===== src/rtl/ddr_dec_pkg.sv =====
package ddr_dec_pkg;

  typedef enum logic [2:0] {
    C_NONE, C_ACT, C_RD, C_WR, C_PRE, C_MRS, C_EMRS
  } cmd_e;

  typedef enum logic [1:0] {
    B_IDLE = 2'b00,
    B_ACTV = 2'b01,
    B_WAIT = 2'b10,
    B_PRCH = 2'b11
  } bank_st_e;

  // half the burst length, in clock cycles
  function automatic logic [2:0] burst_half(input logic [2:0] code);
    case (code)
      3'b001:  burst_half = 3'd1;
      3'b010:  burst_half = 3'd2;
      default: burst_half = 3'd4;
    endcase
  endfunction

endpackage


===== src/rtl/ddr_cmd_classify.sv =====
module ddr_cmd_classify
  import ddr_dec_pkg::*;
#(
  parameter int BA_W = 2
) (
  input  logic            cs_ni,
  input  logic            ras_ni,
  input  logic            cas_ni,
  input  logic            we_ni,
  input  logic [BA_W-1:0] ba_i,
  output cmd_e            cmd_o
);

  always_comb begin
    cmd_o = C_NONE;
    if (!cs_ni) begin
      case ({ras_ni, cas_ni, we_ni})
        3'b011: cmd_o = C_ACT;
        3'b101: cmd_o = C_RD;
        3'b100: cmd_o = C_WR;
        3'b010: cmd_o = C_PRE;
        3'b000: begin
          if (ba_i == BA_W'(0))      cmd_o = C_MRS;
          else if (ba_i == BA_W'(1)) cmd_o = C_EMRS;
        end
        default: cmd_o = C_NONE;
      endcase
    end
  end

endmodule


===== src/rtl/ddr_bank_fsm.sv =====
module ddr_bank_fsm
  import ddr_dec_pkg::*;
#(
  parameter int T_RAS = 6,
  parameter int T_RP  = 3,
  parameter int CNT_W = 4
) (
  input  logic             clk_i,
  input  logic             rst_ni,
  input  logic             act_i,
  input  logic             pre_i,
  input  logic             ap_i,
  input  logic [CNT_W-1:0] ap_wait_i,
  output bank_st_e         state_o
);

  localparam logic [CNT_W-1:0] RAS_LAST = CNT_W'(T_RAS - 1);

  bank_st_e         state_q;
  logic [CNT_W-1:0] ras_cnt_q, wait_cnt_q, rp_cnt_q;

  always_ff @(posedge clk_i or negedge rst_ni) begin
    if (!rst_ni) begin
      state_q    <= B_IDLE;
      ras_cnt_q  <= '0;
      wait_cnt_q <= '0;
      rp_cnt_q   <= '0;
    end else begin
      if (state_q == B_ACTV || state_q == B_WAIT) begin
        if (ras_cnt_q != RAS_LAST) ras_cnt_q <= ras_cnt_q + 1'b1;
      end
      case (state_q)
        B_IDLE: if (act_i) begin
          state_q   <= B_ACTV;
          ras_cnt_q <= '0;
        end
        B_ACTV: begin
          if (pre_i) begin
            state_q <= B_IDLE;
          end else if (ap_i) begin
            state_q    <= B_WAIT;
            wait_cnt_q <= ap_wait_i;
          end
        end
        B_WAIT: begin
          // both the burst/recovery wait and the row-active time must be met
          if (wait_cnt_q <= 1 && ras_cnt_q == RAS_LAST) begin
            state_q  <= B_PRCH;
            rp_cnt_q <= CNT_W'(T_RP);
          end else if (wait_cnt_q != '0) begin
            wait_cnt_q <= wait_cnt_q - 1'b1;
          end
        end
        default: begin
          if (rp_cnt_q <= 1) state_q <= B_IDLE;
          else               rp_cnt_q <= rp_cnt_q - 1'b1;
        end
      endcase
    end
  end

  assign state_o = state_q;


  wait_hold_chk: assert property (@(posedge clk_i) disable iff (!rst_ni)
    state_q == B_WAIT |=> state_q inside {B_WAIT, B_PRCH});


  prch_exit_chk: assert property (@(posedge clk_i) disable iff (!rst_ni)
    state_q == B_PRCH |=> state_q inside {B_PRCH, B_IDLE});


  idle_hold_chk: assert property (@(posedge clk_i) disable iff (!rst_ni)
    (state_q == B_IDLE && !act_i) |=> state_q == B_IDLE);

endmodule


===== src/rtl/ddr_cmd_decoder.sv =====
module ddr_cmd_decoder
  import ddr_dec_pkg::*;
#(
  parameter int ADDR_W = 12,
  parameter int COL_W  = 9,
  parameter int BANKS  = 4,
  parameter int AP_BIT = 10,
  parameter int T_RAS  = 6,
  parameter int T_WR   = 2,
  parameter int T_RP   = 3
) (
  input  logic                  clk_i,
  input  logic                  rst_ni,
  input  logic                  cs_ni,
  input  logic                  ras_ni,
  input  logic                  cas_ni,
  input  logic                  we_ni,
  input  logic [1:0]            ba_i,
  input  logic [ADDR_W-1:0]     addr_i,
  output logic                  act_o,
  output logic                  rd_o,
  output logic                  wr_o,
  output logic                  pre_o,
  output logic                  mrs_o,
  output logic                  emrs_o,
  output logic                  ap_o,
  output logic [1:0]            bank_o,
  output logic [COL_W-1:0]      col_o,
  output logic [ADDR_W-1:0]     mode_o,
  output logic [ADDR_W-1:0]     ext_mode_o,
  output logic                  dll_en_o,
  output logic [2*BANKS-1:0]    bank_state_o,
  output logic                  err_o
);

  localparam int CNT_W = $clog2(4 + T_WR + T_RAS + T_RP + 1);

  cmd_e             cmd;
  bank_st_e         st [BANKS];
  bank_st_e         tgt_st;
  logic             all_idle, any_ap, ok, bad, ap_bit;
  logic [BANKS-1:0] act_b, pre_b, ap_b;
  logic [CNT_W-1:0] ap_wait;

  logic act_q, rd_q, wr_q, pre_q, mrs_q, emrs_q, ap_q, err_q;
  logic [1:0]        bank_q;
  logic [COL_W-1:0]  col_q;
  logic [ADDR_W-1:0] mode_q, ext_q;

  ddr_cmd_classify #(.BA_W(2)) i_classify (
    .cs_ni (cs_ni),
    .ras_ni(ras_ni),
    .cas_ni(cas_ni),
    .we_ni (we_ni),
    .ba_i  (ba_i),
    .cmd_o (cmd)
  );

  assign ap_bit = addr_i[AP_BIT];
  assign tgt_st = st[ba_i];

  always_comb begin
    all_idle = 1'b1;
    any_ap   = 1'b0;
    for (int b = 0; b < BANKS; b++) begin
      if (st[b] != B_IDLE) all_idle = 1'b0;
      if (st[b][1])        any_ap   = 1'b1;
    end
    case (cmd)
      C_ACT:         ok = (tgt_st == B_IDLE);
      C_RD, C_WR:    ok = (tgt_st == B_ACTV);
      C_PRE:         ok = ap_bit ? !any_ap : !tgt_st[1];
      C_MRS, C_EMRS: ok = all_idle;
      default:       ok = 1'b0;
    endcase
    bad = (cmd != C_NONE) && !ok;
    for (int b = 0; b < BANKS; b++) begin
      act_b[b] = ok && cmd == C_ACT && ba_i == 2'(b);
      pre_b[b] = ok && cmd == C_PRE && (ap_bit || ba_i == 2'(b));
      ap_b[b]  = ok && (cmd == C_RD || cmd == C_WR) && ap_bit && ba_i == 2'(b);
    end
    ap_wait = CNT_W'(burst_half(mode_q[2:0]))
            + ((cmd == C_WR) ? CNT_W'(T_WR) : CNT_W'(0));
  end

  for (genvar g = 0; g < BANKS; g++) begin : g_bank
    ddr_bank_fsm #(.T_RAS(T_RAS), .T_RP(T_RP), .CNT_W(CNT_W)) i_bank (
      .clk_i    (clk_i),
      .rst_ni   (rst_ni),
      .act_i    (act_b[g]),
      .pre_i    (pre_b[g]),
      .ap_i     (ap_b[g]),
      .ap_wait_i(ap_wait),
      .state_o  (st[g])
    );
    assign bank_state_o[2*g +: 2] = st[g];
  end

  always_ff @(posedge clk_i or negedge rst_ni) begin
    if (!rst_ni) begin
      {act_q, rd_q, wr_q, pre_q, mrs_q, emrs_q, ap_q, err_q} <= '0;
      bank_q <= '0;
      col_q  <= '0;
      mode_q <= '0;
      ext_q  <= '0;
    end else begin
      act_q  <= ok && cmd == C_ACT;
      rd_q   <= ok && cmd == C_RD;
      wr_q   <= ok && cmd == C_WR;
      pre_q  <= ok && cmd == C_PRE;
      mrs_q  <= ok && cmd == C_MRS;
      emrs_q <= ok && cmd == C_EMRS;
      ap_q   <= ok && (cmd == C_RD || cmd == C_WR) && ap_bit;
      err_q  <= bad;
      if (ok && cmd inside {C_ACT, C_RD, C_WR, C_PRE}) bank_q <= ba_i;
      if (ok && (cmd == C_RD || cmd == C_WR)) col_q <= addr_i[COL_W-1:0];
      if (ok && cmd == C_MRS)  mode_q <= addr_i;
      if (ok && cmd == C_EMRS) ext_q  <= addr_i;
    end
  end

  assign act_o      = act_q;
  assign rd_o       = rd_q;
  assign wr_o       = wr_q;
  assign pre_o      = pre_q;
  assign mrs_o      = mrs_q;
  assign emrs_o     = emrs_q;
  assign ap_o       = ap_q;
  assign err_o      = err_q;
  assign bank_o     = bank_q;
  assign col_o      = col_q;
  assign mode_o     = mode_q;
  assign ext_mode_o = ext_q;
  assign dll_en_o   = ~ext_q[0];


  err_excl_chk: assert property (@(posedge clk_i) disable iff (!rst_ni)
    err_q |-> !(act_q || rd_q || wr_q || pre_q || mrs_q || emrs_q));


  strobe_onehot_chk: assert property (@(posedge clk_i) disable iff (!rst_ni)
    $onehot0({act_q, rd_q, wr_q, pre_q, mrs_q, emrs_q}));


  mode_hold_chk: assert property (@(posedge clk_i) disable iff (!rst_ni)
    !mrs_q |-> $stable(mode_q));


  ext_hold_chk: assert property (@(posedge clk_i) disable iff (!rst_ni)
    !emrs_q |-> $stable(ext_q));


  ap_flag_chk: assert property (@(posedge clk_i) disable iff (!rst_ni)
    ap_q |-> (rd_q || wr_q));

endmodule


===== config.mk =====
export PLATFORM = sky130hd
export DESIGN_NAME = ddr_cmd_decoder
export DESIGN_NICKNAME = d
export VERILOG_FILES = /design/src/rtl/ddr_dec_pkg.sv /design/src/rtl/ddr_cmd_classify.sv /design/src/rtl/ddr_bank_fsm.sv /design/src/rtl/ddr_cmd_decoder.sv
export SDC_FILE = /design/constraint.sdc
export NUM_CORES = 1
export LEC_CHECK = 0
export BUFFER_PORTS_ARGS = -buffer_cell sky130_fd_sc_hd__buf_2
export CELL_PAD_IN_SITES_DETAIL_PLACEMENT = 0
export CELL_PAD_IN_SITES_GLOBAL_PLACEMENT = 2
export CORE_ASPECT_RATIO = 2
export CORE_MARGIN = 3
export CORE_UTILIZATION = 34
export DETAILED_ROUTE_END_ITERATION = 7
export GPL_ROUTABILITY_DRIVEN = 0
export GPL_TIMING_DRIVEN = 0
export PLACE_DENSITY_LB_ADDON = 0.1
export SKIP_LAST_GASP = 1
export SLEW_MARGIN = 30
export SYNTH_ARGS = -nofsm -noshare
export SYNTH_HDL_FRONTEND = slang
export SYNTH_SLANG_ARGS = --single-unit

===== constraint.sdc =====
create_clock -name clk_i -period 2.4 [get_ports clk_i]
set_input_delay 0 -clock clk_i [delete_from_list [all_inputs] [get_ports clk_i]]
set_output_delay 0 -clock clk_i [all_outputs]
set_load 0.02 [all_outputs]

## Word level (Yosys, flattened, before mapping)

Cells that the tools add are included.

| storage, ports and cells | value |
|---|---|
| bits in registers | 99 |
| input port bits | 20 |
| output and inout port bits | 52 |
| word-level logic and storage cells | 292 |

| cells by class | value |
|---|---|
| add/sub/neg operators | 13 |
| order comparisons | 9 |
| eq/ne operators | 64 |
| mux-type cells | 91 |
| bitwise operators | 6 |
| reduce and logical (&&, ||, !) cells | 81 |

Operators with widths:

| kind | count |
|---|---|
| $mux W4 | 40 |
| $pmux W4 S2 | 8 |
| $mux W2 | 23 |
| $reduce_bool A4 Y1 | 9 |
| $le A4 B1 Y1 const B | 8 |
| $ne A2 B2 Y1 const B | 16 |
| $sub A4 B1 Y4 const B | 8 |
| $logic_and A1 B1 Y1 | 26 |
| $ne A2 B1 Y1 const B | 12 |
| $pmux W2 S3 | 4 |
| $reduce_and A5 Y1 | 4 |
| $add A4 B1 Y4 const B | 4 |
| $eq A4 B3 Y1 const B | 4 |
| $ne A4 B3 Y1 const B | 4 |
| $reduce_and A4 Y1 | 4 |
| $reduce_bool A2 Y1 | 8 |
| $eq A3 B2 Y1 const B | 5 |
| $eq A3 B3 Y1 const B | 5 |
| $pmux W3 S5 | 1 |
| $eq A2 B1 Y1 const B | 6 |
| $eq A2 B2 Y1 const B | 6 |
| $logic_not A2 Y1 | 6 |
| $ne A3 B1 Y1 const B | 4 |
| $reduce_and A3 Y1 | 4 |
| 15 further kinds | 45 |

## Depth between registers and ports, before layout

Gate-level depths: netlist (run 1).

| depth | value |
|---|---|
| depth after elaboration | 14 |
| mapped depth | 9 |

## Hierarchy

Synthesis (run 1) repeated with hierarchy kept, for this count alone.

| unflattened totals | value |
|---|---|
| cells, all modules | 583 |
| area total of the unflattened synthesis | 6062.1 um^2 |

By module, submodules not included:

| module | instances | cells each | area each (um^2) |
|---|---|---|---|
| ddr_bank_fsm | 4 | 106 | 1001.0 |
| ddr_cmd_decoder | 1 | 150 | 1990.7 |
| ddr_cmd_classify | 1 | 9 | 67.6 |

## Worst setup path after synthesis (run 1)

Ideal clock, no wire load.

| path | value |
|---|---|
| path kind | register to register |
| start point | register g_bank[2].i_bank.state_q[1] |
| end point | register ext_q[10] (netlist: ext_mode_o[10]) |
| data arrival time | 2466 ps |
| data required time | 2275 ps |
| setup slack | -191 ps |
| cell stages (with the launch flop) | 8 |
| cells stage by stage | dfrtp_1 -> or4b_1 -> o32ai_1 -> a211oi_1 -> or4_1 -> buf_2 -> buf_6 -> mux2_4 |

| on the way | value |
|---|---|
| word-level cells in the longest chain between the ends | 7 |
| elaborated cells between the ends (all ways) | 15 |
| classes of those cells | 1 x eq/ne; 9 x mux; 5 x reduce/logical |

Ends and longest elaborated chain:

| item | RTL line | text |
|---|---|---|
| from (decl) | ddr_bank_fsm.sv:19 | `bank_st_e state_q;` |
| from (signal assigned) | ddr_bank_fsm.sv:24 | `state_q <= B_IDLE;` |
| from (signal assigned) | ddr_bank_fsm.sv:34 | `state_q <= B_ACTV;` |
| from (signal assigned) | ddr_bank_fsm.sv:39 | `state_q <= B_IDLE;` |
| $bmux W2 S2 | ddr_cmd_decoder.sv:60 | `assign tgt_st = st[ba_i];` |
| $mux W2 (implied by the code) (2 in a row) | ddr_cmd_decoder.sv:60 |  |
| $logic_not A1 Y1 | ddr_cmd_decoder.sv:72 | `C_PRE: ok = ap_bit ? !any_ap : !tgt_st[1];` |
| $mux W1 | ddr_cmd_decoder.sv:72 |  |
| $pmux W1 S4 * | ddr_cmd_decoder.sv:69 | `case (cmd)` |
| $logic_and A1 B1 Y1 * | ddr_cmd_decoder.sv:118 | `if (ok && cmd == C_EMRS) ext_q <= addr_i;` |
| to (signal assigned) | ddr_cmd_decoder.sv:118 |  |
| to (decl) | ddr_cmd_decoder.sv:48 | `logic [ADDR_W-1:0] mode_q, ext_q;` |

Every way passes the cells marked *; elsewhere a longest branch is shown, timed or not. The select of a mux whose other input is x is not followed.
A chain may end at the register's enable or synchronous reset.

## Final worst setup path (run 1)

| path | value |
|---|---|
| start point | register g_bank[0].i_bank.state_q[1] |
| end point | register ext_q[4] (netlist: ext_mode_o[4]) |

| on the way | value |
|---|---|
| word-level cells in the longest chain between the ends | 8 |
| elaborated cells between the ends (all ways) | 19 |
| classes of those cells | 1 x eq/ne; 13 x mux; 5 x reduce/logical |

Ends and longest elaborated chain:

| item | RTL line | text |
|---|---|---|
| from (decl) | ddr_bank_fsm.sv:19 |  |
| from (signal assigned) | ddr_bank_fsm.sv:24 |  |
| from (signal assigned) | ddr_bank_fsm.sv:34 |  |
| from (signal assigned) | ddr_bank_fsm.sv:39 |  |
| $mux W1 (4 in a row) | ddr_cmd_decoder.sv:67 | `if (st[b][1]) any_ap = 1'b1;` |
| $logic_not A1 Y1 | ddr_cmd_decoder.sv:72 |  |
| $mux W1 | ddr_cmd_decoder.sv:72 |  |
| $pmux W1 S4 * | ddr_cmd_decoder.sv:69 |  |
| $logic_and A1 B1 Y1 * | ddr_cmd_decoder.sv:118 |  |

Marks and branches as above.

==> metrics.md, run 1 <==
| Metric | Value |
|---|---|
| Status | `complete, but fails checks` |
| Violated checks | `negative setup slack` |
| Setup crit end kind | `flop` |
| Worst-skew pair later-pin latency | `0.36 ns` |
| Commonest non-fill, non-tap cell in the layout | `dfrtp_1` |
| Root Driver | `clkbuf_16` |
| Design Area, Final | `7322 sq um` |
| Area after DPL | `6504 sq um` |
| Peak VDD IR | `0.5464 mV` |
| Most used DFF post-synth | `dfrtp_1` |
| F_max | `0.4151 GHz` |
| Max-Cap Viols | `0` |
| Ratio of final minimum period to clock period | `1.004` |
| DR vias/cell | `5.362` |
| Crit-path cells | `or4b_4 > o32ai_4 > a211oi_4 > or4_4 > buf_12 > mux2_4` |
| Max Buffers Root-to-Sink | `2` |
| Final setup viols | `4` |
| Vias in the first global route | `5065` |
| Total GRT Usage | `0.1760` |
| Critical Path AT | `2.65 ns` |
| Final worst slack | `-0.009278 ns` |
| Initial DRC Count | `215` |
| Syn_nets | `645` |
| Top delay family on crit path | `simple AND/OR/NAND/NOR gates` |
| Slew @ Worst Pin | `0.7908 ns` |
| Highest-delay cell along the critical path | `or4b_4` |
| Worst-path clk slew | `0.07 ns` |
| Crit path max fanout | `5` |
| I/O Pins | `72` |
| Pwr Total | `0.009390 W` |
| Post-route ant nets | `0` |
| Buffers and inverters on the worst path | `1` |
| Drc violations | `0` |
| Std cell rows | `67` |
| Die Y | `191.1 um` |
| # diodes | `0` |
| Initial antenna violation count | `0` |
| Placement Setup Slack | `-0.4858 ns` |
| Register bit total from synthesis | `99` |
| Share of post-route cells with drive strength above 1 | `0.2771` |
| Avg WL per Cell | `18.02 um` |
| Die Wd | `98.53 um` |
| P per Cell Area | `1282 nW/um^2` |
| Core ar. | `16770 sq um` |
| Crit Path Category | `reg -> reg` |
| H-tree levels | `3` |
| Router iterations before antenna repair | `4` |
| Worst path required time | `2.64 ns` |
| Startpoint types | `flop` |
| Syn-to-layout area delta | `25.77%` |
| EDFF count, synth | `0` |
| Congestion Overflow GR | `0` |
| Clock sink count | `99` |
| DPL Wire Length | `12.13 mm` |
| Worst slew margin | `0.4659` |
| Synth unique cells | `65` |
| Die ar. | `18820 sq um` |
| Ys Warns | `0` |
| Mapped Cells | `583` |
| Most frequent cells in the layout | `dfrtp_1, buf_2, nor2_1` |
| Post-Syn Area | `5822 sq um` |
| Final setup TNS | `-0.02024 ns` |
| Port Buf Inserts | `68` |
| First-pass GRT wire length | `25.99 mm` |
| DRT Wirelength | `16.34 mm` |
| Sequential fraction of the synthesis area | `0.4255` |
| Setup Skew | `0.008317 ns` |
| Final hold viol count | `0` |
| Layout Nets | `757` |
| CTS tree | `yes` |
| Asr flop ratio synth | `1.000` |
| Pleak | `3.420 nW` |
| Avg Cell Area, Syn | `9.986 sq um` |
| Max Transition Viols Final | `0` |
| Starting Density | `0.3472` |
| Vias | `4863` |
| Crit-path max cell delay | `0.57 ns` |
| CTS buffer count | `9` |
| Period minus WS final | `2.409 ns` |
| RSZ-0062 raised after global routing | `yes` |
| Worst min-delay path class | `in -> reg` |
| Pin count of the biggest net entering global routing | `56` |
## where the power goes
part	switching [W]	leakage (nW)	total [W]	internal, W
sequential	0.000640	1.22	0.00295	0.00231
clock	0.000658	0.159	0.00163	0.000970
combinational	0.00267	2.04	0.00481	0.00214
total	0.00397	3.42	0.00939	0.00542
## stage by stage
stage	hold WS, ns	util	cells
2_1_floorplan	-0.2956	-	583
3_3_place_gp	0.2485	0.3848	858
3_5_place_dp	0.01293	0.3879	859
4_1_cts	0.01244	0.4278	897
5_1_grt	0.03280	0.4367	907
6_report	0.02686	0.4367	907
## worst register-to-register path, cell delays in order, from the launching register on
cell,delay [ns]
dfrtp_2,0.45
or4b_4,0.57
o32ai_4,0.15
a211oi_4,0.12
or4_4,0.51
buf_12,0.18
mux2_4,0.30
## cells in the mapped netlist (all sizes together) (6+ instances only)
| master | instances | area (sq um) |
|---|---|---|
| nand3 | 7 | 35.03 |
| o211ai | 9 | 67.56 |
| nor2b | 6 | 37.54 |
| ha | 42 | 525.5 |
| o22ai | 6 | 37.54 |
| nand2 | 42 | 157.7 |
| mux2 | 39 | 473.0 |
| mux2i | 8 | 80.08 |
| and4 | 8 | 70.07 |
| a21oi | 29 | 145.1 |
| nor2 | 50 | 187.7 |
| dfrtp | 99 | 2477 |
| and3 | 7 | 43.79 |
| nor4 | 8 | 56.30 |
| inv | 42 | 157.7 |
| clkbuf | 14 | 52.55 |
| o31ai | 6 | 45.04 |
| o21ai | 27 | 135.1 |
| or3 | 9 | 56.30 |
| nor3 | 19 | 95.09 |
| nor3b | 6 | 45.04 |
## area by class of cell
type / instances / area (sq um)
fillers: 1665 / 9444
clock buffers: 12 / 256.5
inverters: 42 / 157.7
plain buffers: 17 / 88.84
well taps: 207 / 259.0
clock inverters: 4 / 72.57
flip-flops and latches: 99 / 2486
multi-input cells: 424 / 3306
repair buffers: 102 / 695.7
## cells by family after synthesis
logic type,after synthesis,share of synthesized area
XOR/XNOR,4,0.006017
AO/OA/AOI/OAI,129,0.1504
flip-flops,99,0.4255
AND/OR/NAND/NOR,201,0.1885
multiplexers,48,0.09886
buffers and inverters,60,0.04040
adder cells (fa/ha/maj),42,0.09026
## flip-flops by register name (all words and copies together), names as in the netlist, 2 cells and up
signal                    flops
g_bank.i_bank.ras_cnt_q      16
bank_o                        2
mode_o                       12
g_bank.i_bank.rp_cnt_q       16
g_bank.i_bank.state_o         8
ext_mode_o                   12
g_bank.i_bank.wait_cnt_q     16
col_o                         9
## final timing paths
kind	slack, ns	to	depth (start not counted)	startpoint
setup / recovery	-0.009	ext_mode_o[4]	6	g_bank[0].i_bank.state_o[1]
hold / removal	0.03	err_o	2	cs_ni
setup reg to reg	-0.009	ext_mode_o[4]	6	g_bank[0].i_bank.state_o[1]
hold reg to reg	0.50	bank_o[0]	1	bank_o[0]
max in group asynchronous	1.59	g_bank[3].i_bank.rp_cnt_q[1]	3	rst_ni
min in group asynchronous	0.18	g_bank[0].i_bank.wait_cnt_q[2]	2	rst_ni
## routing by layer
layer,track usage,part of all wire,routed length [um]
met1,0.1883,0.38,6282
met2,0.3328,0.55,8982
met3,0.03251,0.042,683
met4,0.07207,0.024,394
met5,0,0,0
## what timing repair did
item	4_1_cts	5_1_grt
cloned	1	1
resized for setup	27	25
pin swaps	4	7
endpoints found under the setup margin	43	42
hold buffers	12	0
endpoints found under the hold margin	85	0
setup buffers	9	10
(Power assumes the default switching activity.)
==> run 2: changes to the inputs <==
- CORE_ASPECT_RATIO: 2 -> not set
==> run 2 against run 1 <==
  * The run now ends clean
  * Critical path depth increased by 2
  * Sequential share of layout area increased by 0.42 points
  * Wire length decreased by 4.1%
  * Clock-buffer cell count decreased by 2
  * Combinational power decreased by 3%
  * Design area decreased by 1.3%
  * Non-clock buffer count decreased by 4
  * Critical path type unchanged
  * Largest cell class unchanged
  * Largest power group unchanged
  * Highest routed layer unchanged
==> metrics.md, run 2 (same netlist as run 1, synthesis figures left out) <==
| Metric | Value |
|---|---|
| Congestion Overflow GR | `0` |
| Routed length on met1 | `7.307 mm` |
| H-tree levels | `3` |
| Highest-delay cell along the critical path | `or4b_4` |
| Core Util, Final | `0.4343` |
| Vias | `4795` |
| Initial DRC Count | `167` |
| Clock sink count | `99` |
| Buffers and inverters on the worst path | `3` |
| F_max | `0.4170 GHz` |
| Filler cells | `1636` |
| Avg WL per Cell | `17.10 um` |
| Area after DPL | `6514 sq um` |
| Share of post-route cells with drive strength above 1 | `0.2601` |
| Max-Cap Viols | `0` |
| Worst-skew pair later-pin latency | `0.36 ns` |
| Final setup TNS | `0 ns` |
| Design Area, Final | `7228 sq um` |
| Vias in the first global route | `4870` |
| Pleak | `3.368 nW` |
| CTS buffer count | `9` |
| Slew @ Worst Pin | `0.8562 ns` |
| Crit-path max cell delay | `0.55 ns` |
| First-pass GRT wire length | `25.26 mm` |
| Reg power frac | `0.323` |
| Detail Route met3 WL | `897 um` |
| Biggest regs | `g_bank.i_bank.ras_cnt_q x16, g_bank.i_bank.rp_cnt_q x16, g_bank.i_bank.wait_cnt_q x16` |
| Most frequent cells in the layout | `dfrtp_1, buf_2, nor2_1` |
| Die Y | `136.9 um` |
| DPL Wire Length | `11.13 mm` |
| Port Buf Inserts | `68` |
| Top delay family on crit path | `simple AND/OR/NAND/NOR gates` |
| Final hold viol count | `0` |
| Ratio of final minimum period to clock period | `0.9992` |
| Worst hold slack | `0.003142 ns` |
| Max Transition Viols Final | `0` |
| Die ar. | `18730 sq um` |
| Routed met2 length | `7.131 mm` |
| Switching Fraction | `0.4371` |
| Layout Nets | `753` |
| P per Cell Area | `1262 nW/um^2` |
| Starting Density | `0.3498` |
| RSZ-0062 raised after global routing | `yes` |
| Worst slew margin | `0.4218` |
| Net Sw Power | `0.003988 W` |
| Part of the power in combinational logic | `0.513` |
| # diodes | `0` |
| DR vias/cell | `5.235` |
| Period minus WS final | `2.398 ns` |
| Setup Skew | `0.009331 ns` |
| CTS tree | `yes` |
| Pin count of the biggest net entering global routing | `67` |
| DRT Wirelength | `15.67 mm` |
| DR top layer | `met4` |
| Post-route ant nets | `0` |
| Int Pwr | `0.005136 W` |
| Layout Cells excl Fill | `916` |
| Worst min-delay path class | `in -> reg` |
| Syn-to-layout area delta | `24.16%` |
| Initial antenna violation count | `0` |
| Critical Path AT | `2.64 ns` |
| Dpl cells | `872` |
| Setup crit end kind | `flop` |
| Most used cell, CP | `buf_4` |
| Peak VDD IR | `0.4805 mV` |
| Status | `finished clean` |
| Die Wd | `136.9 um` |
| Worst path required time | `2.64 ns` |
| Power share of the clock group | `0.164` |
| Root Driver | `clkbuf_16` |
| Max Buffers Root-to-Sink | `2` |
| Core ar. | `16640 sq um` |
| Worst-path clk slew | `0.08 ns` |
| Drc violations | `0` |
| Crit path max fanout | `5` |
| Startpoint types | `flop` |
| Commonest non-fill, non-tap cell in the layout | `dfrtp_1` |
| Crit Path Category | `reg -> reg` |
| Crit-path cells | `or4b_4 > o32ai_4 > a211oi_4 > buf_4 > nor4_4 > buf_4 > buf_6 > mux2_2` |
| Total GRT Usage | `0.1722` |
| I/O Pins | `72` |
| Final setup viols | `0` |
| Router iterations before antenna repair | `4` |
| Std cell rows | `47` |
==> run 2: repair_timing <==
action,in CTS,in global routing
setup buffers,9,7
hold buffers,12,0
pin swaps,4,3
resized for setup,21,21
cloned,0,1
endpoints found under the setup margin,39,40
endpoints found under the hold margin,130,0
==> run 2: layer usage <==
| metal | global-route usage | up-vias |
|---|---|---|
| met3 | 0.04632 | 22 |
| met4 | 0.05987 | 0 |
| li1 | - | 2357 |
| met5 | 0 | - |
| met1 | 0.2295 | 2310 |
| met2 | 0.2705 | 106 |
==> run 2: power by group through the flow <==
stage / registers, W / clock network [W] / logic, W
after floorplan: 0.00308 / 0 / 0.00296
after global placement: 0.00296 / 0 / 0.00419
after detailed placement: 0.00298 / 0 / 0.00427
after CTS: 0.00294 / 0.00157 / 0.00458
after global routing: 0.00305 / 0.00162 / 0.00527
final: 0.00294 / 0.00150 / 0.00468
==> run 2: final timing paths <==
kind                                                   from                             end  slack [ns]  cells past startpoint
worst max-delay path            g_bank[0].i_bank.state_o[1]                       mode_o[2]       0.002                      8
worst min-delay path                                  cs_ni                           err_o       0.003                      2
worst max register to register  g_bank[0].i_bank.state_o[1]                       mode_o[2]       0.002                      8
worst min register to register                     col_o[2]                        col_o[2]        0.51                      1
max in group asynchronous                            rst_ni  g_bank[3].i_bank.wait_cnt_q[3]        1.65                      3
min in group asynchronous                            rst_ni    g_bank[0].i_bank.rp_cnt_q[1]        0.11                      2
==> run 2: metrics by stage <==
step           total power (W)  setup slack (ns)
2_1_floorplan         0.006042          -0.05937
3_3_place_gp          0.007147           -0.4474
3_5_place_dp          0.007243           -0.4296
4_1_cts               0.009080          -0.07215
5_1_grt               0.009941          -0.08152
6_report              0.009124          0.001866
==> run 2: cell type report <==
class	count	area (sq um)	share of cell area
Buffer	17	80.08	0.01108
Clock buffer	10	239.0	0.03306
Clock inverter	6	66.31	0.009174
Inverter	42	157.7	0.02181
Multi-Input combinational cell	424	3296	0.4559
Sequential cell	99	2485	0.3438
Tap cell	220	275.3	0.03808
Timing Repair Buffer	98	629.4	0.08707
==> run 2: worst register-to-register path, stage by stage (launching register included) <==
cell and delay [ns]:
dfrtp_2 0.46, or4b_4 0.55, o32ai_4 0.15, a211oi_4 0.11, buf_4 0.17, nor4_4 0.19, buf_4 0.19, buf_6 0.14
mux2_2 0.33
==> run 3: changes to the inputs <==
- CAP_MARGIN: not set -> 40
- CORE_UTILIZATION: 34 -> 35
- clock period: 2.4 -> 2.6 ns (I/O delays scaled with it)
==> run 3 against run 2 <==
  * First-iteration DRC count is 46% higher
  * Largest power group unchanged
  * Highest routed layer is now met5
  * Largest cell class unchanged
  * Worst hold slack gained 0.095 ns
  * Non-clock buffer count shrank 3
  * Total power shrank 8.8%
  * Maximum frequency fell by 4.7%
  * Die area shrank 2.7%
  * Combinational power fell by 8.8%
  * Critical endpoint is now ext_mode_o[6]
  * Clock skew is 0.00068 ns lower
  * Setup slack better by 0.082 ns
==> metrics.md, run 3 (same netlist as run 1, synthesis figures left out) <==
| Metric | Value |
|---|---|
| Most frequent cells in the layout | `dfrtp_1, buf_2, nor2_1` |
| Crit-path cells | `buf_4 > mux2_2 > o32ai_4 > a211oi_4 > or4_4 > buf_6 > mux2_4` |
| Vias | `4753` |
| Share of post-route cells with drive strength above 1 | `0.2569` |
| Setup crit end kind | `flop` |
| Worst hold slack | `0.09844 ns` |
| DR vias/cell | `5.229` |
| Slew @ Worst Pin | `0.8344 ns` |
| Std cell rows | `46` |
| Dpl cells | `871` |
| Root Driver | `clkbuf_16` |
| Starting Density | `0.3626` |
| Design Area, Final | `7123 sq um` |
| Crit path max fanout | `10` |
| Worst reg2reg setup slack | `0.08 ns` |
| Clock sink count | `99` |
| Initial antenna violation count | `1` |
| Worst path required time | `2.84 ns` |
| Total GRT Usage | `0.1680` |
| Max Buffers Root-to-Sink | `2` |
| Reg2Reg Launch Point | `g_bank[0].i_bank.state_o[1]` |
| Commonest non-fill, non-tap cell in the layout | `dfrtp_1` |
| Worst slew margin | `0.4361` |
| Die ar. | `18220 sq um` |
| Die Wd | `135.0 um` |
| First-pass GRT wire length | `24.70 mm` |
| Worst-skew pair later-pin latency | `0.35 ns` |
| Launch point of the worst path | `g_bank[0].i_bank.state_o[1]` |
| Final setup viols | `0` |
| Period minus WS final | `2.516 ns` |
| Hold Crit Start | `we_ni` |
| CTS buffer count | `9` |
| Setup Skew | `0.008651 ns` |
| DRT Wirelength | `14.99 mm` |
| Avg WL per Cell | `16.50 um` |
| Vias in the first global route | `4682` |
| Pin count of the biggest net entering global routing | `66` |
| Layout Cells excl Fill | `909` |
| RSZ-0062 raised after global routing | `no` |
| Crit-path max cell delay | `0.57 ns` |
| Multi-input logic area | `3247 sq um` |
| Filler cells | `1528` |
| DPL Wire Length | `10.84 mm` |
| F_max | `0.3974 GHz` |
| Syn-to-layout area delta | `22.35%` |
| Final hold viol count | `0` |
| Biggest regs | `g_bank.i_bank.ras_cnt_q x16, g_bank.i_bank.rp_cnt_q x16, g_bank.i_bank.wait_cnt_q x16` |
| Crit Path Category | `reg -> reg` |
| Worst-path clk slew | `0.08 ns` |
| Max Transition Viols Final | `0` |
| Drc violations | `0` |
| # diodes | `0` |
| Critical Path AT | `2.76 ns` |
| I/O Pins | `72` |
| Ratio of final minimum period to clock period | `0.9679` |
| Port Buf Inserts | `68` |
| P per Cell Area | `1168 nW/um^2` |
| H-tree levels | `3` |
| Congestion Overflow GR | `0` |
| Final setup TNS | `0 ns` |
| Status | `finished clean` |
| CTS tree | `yes` |
| Register area | `2487 sq um` |
| Core ar. | `16060 sq um` |
| Die Y | `135.0 um` |
| Initial DRC Count | `244` |
| Layout Nets | `750` |
| Max-Cap Viols | `0` |
| Startpoint types | `flop` |
| Peak VDD IR | `0.4410 mV` |
| Area after DPL | `6486 sq um` |
| Highest-delay cell along the critical path | `or4_4` |
| Worst min-delay path class | `in -> reg` |
| Post-route ant nets | `0` |
| Router iterations before antenna repair | `4` |
| Pleak | `3.313 nW` |
run 3: cell types whose count changed in the layout (fill, tap and decap cells not counted), sizes merged:
cell         before  now
buf              89   84
clkinv            1    2
dlygate4sd3      12   13
run 3: what timing repair did:
item | CTS | global route
buffers inserted | 9 | 1
gates resized for setup | 18 | 17
hold endpoints to repair | 131 | 0
pin swaps | 1 | 3
endpoints found under the setup margin | 25 | 22
hold buffers | 13 | 0
gates cloned | 0 | 0
run 3: stage by stage:
stage	total power (W)	setup slack, ns	utilization
final	0.008321	0.08357	0.4436
after global routing	0.009088	0.03393	0.4436
after CTS	0.008272	0.007359	0.4396
after detailed placement	0.006648	-0.3794	0.4039
after global placement	0.006554	-0.4182	0.4006
after floorplan	0.005551	0.008905	-
run 3: final cells by class:
cell class              count  area share
clock inverters             7    0.009485
inverters                  42     0.02213
multi-input cells         424      0.4558
flip-flops and latches     99      0.3492
well taps                 216     0.03794
clock buffers               9     0.03162
plain buffers              17     0.01054
repair buffers             95     0.08326
run 3: routing by layer:
| metal | routed length [um] | up-vias | GRT usage |
|---|---|---|---|
| li1 | - | 2347 | - |
| met3 | 779 | 13 | 0.03875 |
| met2 | 6687 | 83 | 0.2618 |
| met4 | 161 | 2 | 0.04983 |
| met1 | 7356 | 2308 | 0.2345 |
| met5 | 9 | - | 0 |
run 3: worst max-delay path: cells and delay by family (launching register included):
family,cells,cell delay [ns]
AOI/OAI and AO/OA,2,0.45
buffers and inverters,2,0.34
DFF,1,0.45
muxes,2,0.59
and+or+nand+nor,1,0.57
run 3: report_power, final:
group | switching [W] | leakage (nW) | total [W] | internal [W]
clock network | 0.000673 | 0.142 | 0.00135 | 0.000678
registers | 0.000562 | 1.22 | 0.00270 | 0.00213
logic | 0.00241 | 1.95 | 0.00427 | 0.00187
total | 0.00364 | 3.31 | 0.00832 | 0.00468
run 3: final timing paths:
kind | endpoint | depth (start not counted)
worst min-delay path | rd_o | 2
worst min register to register | col_o[0] | 1
worst max register to register | ext_mode_o[6] | 7
worst max-delay path | ext_mode_o[6] | 7
min in group asynchronous | g_bank[0].i_bank.rp_cnt_q[3] | 2
max in group asynchronous | g_bank[3].i_bank.wait_cnt_q[0] | 3
